## src/rtl/busgrab_pkg.sv

```systemverilog
package busgrab_pkg;

   typedef enum logic [2:0] {
      ST_IDLE    = 3'd0,
      ST_REQUEST = 3'd1,
      ST_GRANTED = 3'd2,
      ST_DRIVE   = 3'd3,
      ST_ACTIVE  = 3'd4,
      ST_REL_CMD = 3'd5,
      ST_REL_DRV = 3'd6,
      ST_REL_MST = 3'd7
   } grab_state_e;

endpackage

```

## src/rtl/busgrab_sync.sv

```systemverilog
module busgrab_sync #(
   parameter int STAGES = 2
) (
   input  logic clk,
   input  logic rst_n,
   input  logic d_i,
   output logic q_o
);

   generate
      if (STAGES < 2) begin : g_bad_stages
         $error("busgrab_sync: STAGES must be at least 2");
      end
   endgenerate

   logic [STAGES-1:0] chain_q;

   always_ff @(posedge clk or negedge rst_n) begin
      if (!rst_n) chain_q <= '0;
      else        chain_q <= {chain_q[STAGES-2:0], d_i};
   end

   assign q_o = chain_q[STAGES-1];

endmodule

```

## src/rtl/busgrab_hold_timer.sv

```systemverilog
module busgrab_hold_timer #(
   parameter int HOLD_CLKS = 112
) (
   input  logic clk,
   input  logic rst_n,
   input  logic run_i,
   output logic expired_o
);

   localparam int CW       = $clog2(HOLD_CLKS + 1);
   localparam int EXPIRE_AT = HOLD_CLKS - 3;

   generate
      if (HOLD_CLKS < 5) begin : g_bad_hold
         $error("busgrab_hold_timer: HOLD_CLKS must be at least 5");
      end
   endgenerate

   logic [CW-1:0] cnt_q;

   always_ff @(posedge clk or negedge rst_n) begin
      if (!rst_n)                          cnt_q <= '0;
      else if (!run_i)                     cnt_q <= '0;
      else if (cnt_q != CW'(HOLD_CLKS))    cnt_q <= cnt_q + 1'b1;
   end

   assign expired_o = run_i && (cnt_q >= CW'(EXPIRE_AT));

   assert_cnt_bounded_R7: assert property (@(posedge clk) disable iff (!rst_n)
      cnt_q <= CW'(HOLD_CLKS));

   assert_cnt_clears_R7: assert property (@(posedge clk) disable iff (!rst_n)
      !run_i |=> (cnt_q == '0));

endmodule

```

## src/rtl/busgrab_fsm.sv

```systemverilog
module busgrab_fsm
   import busgrab_pkg::*;
(
   input  logic        clk,
   input  logic        rst_n,
   input  logic        req_i,
   input  logic        done_i,
   input  logic        dack_s_i,
   input  logic        expired_i,
   output grab_state_e state_o,
   output logic        timeout_o
);

   grab_state_e state_q, state_d;
   logic        timeout_q;

   always_comb begin
      state_d = state_q;
      unique case (state_q)
         ST_IDLE:    if (req_i) state_d = ST_REQUEST;
         ST_REQUEST: if (dack_s_i) state_d = ST_GRANTED;
         ST_GRANTED: state_d = dack_s_i ? ST_DRIVE : ST_IDLE;
         ST_DRIVE:   state_d = dack_s_i ? ST_ACTIVE : ST_IDLE;
         ST_ACTIVE: begin
            if (!dack_s_i)                state_d = ST_IDLE;
            else if (expired_i || done_i) state_d = ST_REL_CMD;
         end
         ST_REL_CMD: state_d = dack_s_i ? ST_REL_DRV : ST_IDLE;
         ST_REL_DRV: state_d = dack_s_i ? ST_REL_MST : ST_IDLE;
         ST_REL_MST: state_d = ST_IDLE;
         default:    state_d = ST_IDLE;
      endcase
   end

   always_ff @(posedge clk or negedge rst_n) begin
      if (!rst_n) begin
         state_q   <= ST_IDLE;
         timeout_q <= 1'b0;
      end else begin
         state_q   <= state_d;
         timeout_q <= (state_q == ST_ACTIVE) && dack_s_i && expired_i;
      end
   end

   assign state_o   = state_q;
   assign timeout_o = timeout_q;

   assert_enter_via_request_R3: assert property (@(posedge clk) disable iff (!rst_n)
      (state_q == ST_GRANTED) |-> ($past(state_q) == ST_REQUEST));

endmodule

```

## src/rtl/busgrab_seq.sv

```systemverilog
module busgrab_seq
   import busgrab_pkg::*;
#(
   parameter int CLK_MHZ       = 8,
   parameter int HOLD_LIMIT_US = 14,
   parameter int SYNC_STAGES   = 2
) (
   input  logic clk,
   input  logic rst_n,
   input  logic req_i,
   input  logic done_i,
   input  logic dack_i,
   output logic drq_o,
   output logic master_n_o,
   output logic addr_drv_en_o,
   output logic cmd_en_o,
   output logic timeout_o
);

   localparam int HOLD_CLKS = CLK_MHZ * HOLD_LIMIT_US;
   localparam int RUN_W     = $clog2(HOLD_CLKS + 1) + 1;

   generate
      if (HOLD_LIMIT_US >= 15) begin : g_bad_limit
         $error("busgrab_seq: HOLD_LIMIT_US must stay below 15");
      end
      if (CLK_MHZ < 1) begin : g_bad_clk
         $error("busgrab_seq: CLK_MHZ must be positive");
      end
   endgenerate

   grab_state_e state;
   logic        dack_s;
   logic        expired;
   logic        hold_run;

   busgrab_sync #(.STAGES(SYNC_STAGES)) u_dack_sync (
      .clk   (clk),
      .rst_n (rst_n),
      .d_i   (dack_i),
      .q_o   (dack_s)
   );

   busgrab_hold_timer #(.HOLD_CLKS(HOLD_CLKS)) u_hold_timer (
      .clk       (clk),
      .rst_n     (rst_n),
      .run_i     (hold_run),
      .expired_o (expired)
   );

   busgrab_fsm u_fsm (
      .clk       (clk),
      .rst_n     (rst_n),
      .req_i     (req_i),
      .done_i    (done_i),
      .dack_s_i  (dack_s),
      .expired_i (expired),
      .state_o   (state),
      .timeout_o (timeout_o)
   );

   assign hold_run      = state inside {ST_GRANTED, ST_DRIVE, ST_ACTIVE, ST_REL_CMD, ST_REL_DRV};
   assign drq_o         = (state != ST_IDLE);
   assign master_n_o    = !hold_run;
   assign addr_drv_en_o = state inside {ST_DRIVE, ST_ACTIVE, ST_REL_CMD};
   assign cmd_en_o      = (state == ST_ACTIVE);

   // Length of the current low stretch on the master line.
   logic [RUN_W-1:0] low_run_q;
   always_ff @(posedge clk or negedge rst_n) begin
      if (!rst_n)          low_run_q <= '0;
      else if (master_n_o) low_run_q <= '0;
      else                 low_run_q <= low_run_q + 1'b1;
   end

   assert_hold_cap_R7: assert property (@(posedge clk) disable iff (!rst_n)
      !master_n_o |-> (low_run_q < RUN_W'(HOLD_CLKS)));

   assert_master_needs_drq_R6: assert property (@(posedge clk) disable iff (!rst_n)
      !master_n_o |-> drq_o);

   assert_master_after_dack_R3: assert property (@(posedge clk) disable iff (!rst_n)
      $fell(master_n_o) |-> $past(dack_s));

   assert_drv_needs_master_R4: assert property (@(posedge clk) disable iff (!rst_n)
      $rose(addr_drv_en_o) |-> $past(!master_n_o));

   assert_cmd_staged_R5: assert property (@(posedge clk) disable iff (!rst_n)
      $rose(cmd_en_o) |-> ($past(addr_drv_en_o) && !master_n_o));

   assert_cmd_needs_drv_R5: assert property (@(posedge clk) disable iff (!rst_n)
      cmd_en_o |-> addr_drv_en_o);

   assert_timeout_pulse_R8: assert property (@(posedge clk) disable iff (!rst_n)
      timeout_o |-> ($past(cmd_en_o) && !cmd_en_o && addr_drv_en_o));

   assert_timeout_single_R8: assert property (@(posedge clk) disable iff (!rst_n)
      timeout_o |=> !timeout_o);

endmodule

```

## config.mk

```make
export PLATFORM = sky130hd
export DESIGN_NAME = busgrab_seq
export DESIGN_NICKNAME = d
export VERILOG_FILES = /design/src/rtl/busgrab_pkg.sv /design/src/rtl/busgrab_sync.sv /design/src/rtl/busgrab_hold_timer.sv /design/src/rtl/busgrab_fsm.sv /design/src/rtl/busgrab_seq.sv
export SDC_FILE = /design/constraint.sdc
export NUM_CORES = 1
export LEC_CHECK = 0
export BUFFER_PORTS_ARGS = -buffer_cell sky130_fd_sc_hd__buf_2
export CAP_MARGIN = 10
export CORE_ASPECT_RATIO = 1.5
export CORE_MARGIN = 1.5
export CORE_UTILIZATION = 30
export DETAILED_ROUTE_END_ITERATION = 16
export GPL_TIMING_DRIVEN = 0
export PLACE_DENSITY = 0.52
export SYNTH_ARGS = -nofsm -noshare
export SYNTH_HDL_FRONTEND = slang
export SYNTH_SLANG_ARGS = --single-unit
export TNS_END_PERCENT = 1
```

## constraint.sdc

```tcl
create_clock -name clk -period 3.5 [get_ports clk]
set_clock_uncertainty 0.05 [all_clocks]
set_input_delay 0 -clock clk [delete_from_list [all_inputs] [get_ports clk]]
set_output_delay 0 -clock clk [all_outputs]
set_load 0.01 [all_outputs]
```

==> flow_metrics.env <==
export IMPL_crit_cells=6
export IMPL_crit_arrival_ps=1750
export IMPL_fin_setup_tns_ps=0
export IMPL_max_slew_margin_pct=78.6
export IMPL_worstSetupStartpointType="flop"
export IMPL_vias_per_cell=4.83
export IMPL_syn_avg_cell_area_um2=10.7
export IMPL_reg2reg_slack_ps=1850
export IMPL_first_pass_iters=4
export IMPL_total_power_uw=551
export IMPL_reg2reg_to="u_hold_timer.cnt_q[1]"
export IMPL_dp_slack_ps=1870
export IMPL_max_cap_violations=0
export IMPL_power_density_nw_per_um2=659
export IMPL_grt_pass1_vias=509
export IMPL_fmax_mhz=608
export IMPL_critical_path_slowest_cell="or4_1"
export IMPL_slew_viol_final=0
export IMPL_cts_htree_levels=1
export IMPL_drive_gt1_share_pct=25.6
export IMPL_clk_pin_slew_ps=80
export IMPL_wl_mm=1.19
export IMPL_final_hold_viol_count=0
export IMPL_post_cts_buffers=0
export IMPL_synth_seq_cells=13
export IMPL_drtAntennaViolNets=0
export IMPL_hp_class="input pin to flop"
export IMPL_die_area_um2=2660
export IMPL_p_leak_nw=0.379
export IMPL_use_met3_pct=1.73
export IMPL_ys_async_sr_fraction_pct=100
export IMPL_numCtsBuffers=3
export IMPL_drtIter0Drc=3
export IMPL_start_util_pct=31.6
export IMPL_synth_warnings=0
export IMPL_rsz0062_at_grt="false"
export IMPL_yosys_cell_types_count=23
export IMPL_grt_max_degree=14
export IMPL_clock_path_buffers=2
export IMPL_die_y_um=62.4
export IMPL_dr_total_vias=507
export IMPL_coreArea_um2=2230
export IMPL_fp_dieW_um=42.6
export IMPL_status="finished clean"
export IMPL_drt_wirelength_per_cell_um=11.4
export IMPL_fin_crit_ps=1650
export IMPL_use_met2_pct=17.3
export IMPL_overflow=0
export IMPL_synthesis_nets=74
export IMPL_synth_area_um2=706
export IMPL_grtUsageTotal_pct=11.0
export IMPL_ir_worst_vdd_mv=0.301
export IMPL_crit_path_cell_trace="inv_1, ha_1, nand2_1, or4_1, mux2i_1, nor2_1"
export IMPL_rows=21
export IMPL_insertedDiodeCount=0
export IMPL_grt_first_pass_wirelength_mm=2.20
export IMPL_drc_errors=0
export IMPL_nets=91
export IMPL_cts_tree="yes"
export IMPL_worstSetupPathType="flop to flop"
export IMPL_gr_usage_met1_pct=13.1
export IMPL_path_max_fanout=7
export IMPL_crit_family="simple AND/OR/NAND/NOR gates"
export IMPL_path_buf_inv=1
export IMPL_r2r_cells=6
export IMPL_finalSetupViolations=0
export IMPL_cp_end_kind="flop"
export IMPL_cts_root_buffer="clkbuf_4"
export IMPL_post_dp_hpwl_um=873
export IMPL_antenna_found_initial=0
export IMPL_required_ps=3610
export IMPL_tightest_slew_ps=318
export IMPL_ioPinCount=10
export IMPL_busiest_layer="met2"
export IMPL_io_buffers=9
export IMPL_period_share_pct=47.0
export IMPL_critPathCapture="u_hold_timer.cnt_q[1]"
export IMPL_gp_congestion=0.776
export IMPL_worst_slack_ps=1850
export IMPL_synth_seq_area_share_pct=46.1
export IMPL_synth_cells=66
export IMPL_startpoint="u_hold_timer.cnt_q[0]"
export IMPL_clock_sinks=13
export IMPL_synth_edf_count=0
export IMPL_r2r_start="u_hold_timer.cnt_q[0]"
export IMPL_synth_ff_type="dfrtp_1"
export IMPL_max_stage_delay_ps=500
export IMPL_area_growth_pct=18.4
export IMPL_clock_latency_ps=280
[worst min-delay path, delay by kind of cell]
kind | cells | cell delay (ps)
buf+inv | 1 | 100
compound gates | 1 | 80
simple gates | 1 | 120
[layout by cell type, fill, tap and decap left out]
master / n
nor2b_1: 2
dlygate4sd3_1: 3
nand3_1: 4
and2_1: 2
o21ai_0: 1
clkbuf_4: 3
nor3b_2: 1
xor2_1: 5
mux2i_1: 2
nor2_1: 10
or3_2: 1
nand3_4: 1
dfrtp_1: 13
and3_1: 1
a21oi_1: 2
a211oi_2: 1
ha_1: 3
buf_2: 9
or4_1: 1
nand2_1: 5
buf_6: 3
nor4_1: 2
xnor2_1: 2
or4_4: 1
clkbuf_1: 1
o21ai_4: 1
inv_1: 2
[worst min-delay path by stage]
stage | from | to | slack (ps) | depth (start not counted)
finish | done_i | u_fsm.state_o[0] | 6 | 3
floorplan | rst_n | u_dack_sync.chain_q[0] | -350 | 0
global route | done_i | u_fsm.state_o[0] | 30 | 3
CTS | done_i | u_fsm.state_o[0] | 8 | 3
global placement | rst_n | u_dack_sync.chain_q[0] | -140 | 1
detailed placement | rst_n | u_hold_timer.cnt_q[2] | -140 | 1
[timing repair]
item	CTS	global route
resized for setup	0	0
endpoints found under the hold margin	15	0
hold buffers	3	0
[power breakdown]
| group | switching [mW] | internal [mW] |
|---|---|---|
| Combinational | 0.135 | 0.119 |
| Sequential | 0.0272 | 0.178 |
| Clock | 0.0481 | 0.0442 |
[metrics by stage]
step	instance area, um^2	util [%]	std cells	hold WS (ps)
2_1_floorplan	706	-	66	-346
3_3_place_gp	779	34.9	98	-142
3_5_place_dp	779	34.9	98	-143
4_1_cts	836	37.4	105	7.52
5_1_grt	836	37.4	105	34.4
6_report	836	37.4	105	5.72
[cell type report]
type,instances,area [um^2]
fillers,235,1400
flip-flops and latches,13,325
clock buffers,4,26.3
repair buffers,12,75.1
well taps,23,28.8
multi-input cells,48,339
plain buffers,3,33.8
inverters,2,7.51
[cell families after synthesis]
family,synth area share [%]
muxes,2.84
adders and majority gates,5.32
and+or+nand+nor,25.0
DFF,46.1
buffers and inverters,5.85
xor gates and xnor gates,8.69
AOI/OAI and AO/OA,6.21
[cells in the mapped netlist (2+ instances only)]
| library cell | instances | area [um^2] |
|---|---|---|
| dfrtp_1 | 13 | 325 |
| nor2_1 | 10 | 37.5 |
| nand2_1 | 5 | 18.8 |
| xor2_1 | 5 | 43.8 |
| nand3_1 | 4 | 20.0 |
| buf_6 | 3 | 33.8 |
| ha_1 | 3 | 37.5 |
| a21oi_1 | 2 | 10.0 |
| and2_1 | 2 | 12.5 |
| inv_1 | 2 | 7.51 |
| mux2i_1 | 2 | 20.0 |
| nor2b_1 | 2 | 12.5 |
| nor4_1 | 2 | 12.5 |
| xnor2_1 | 2 | 17.5 |
[layer usage]
layer	routed length [um]	part of all wire, %
met2	578	48
met4	38	3.2
met5	0	0
met1	520	44
met3	56	4.7
[registers in the layout, indices dropped and copies added (netlist names)]
signal               cells
u_hold_timer.cnt_q       7
u_dack_sync.chain_q      2
u_fsm.state_o            3
u_fsm.timeout_o          1
Power figures use the tool's default switching activity.
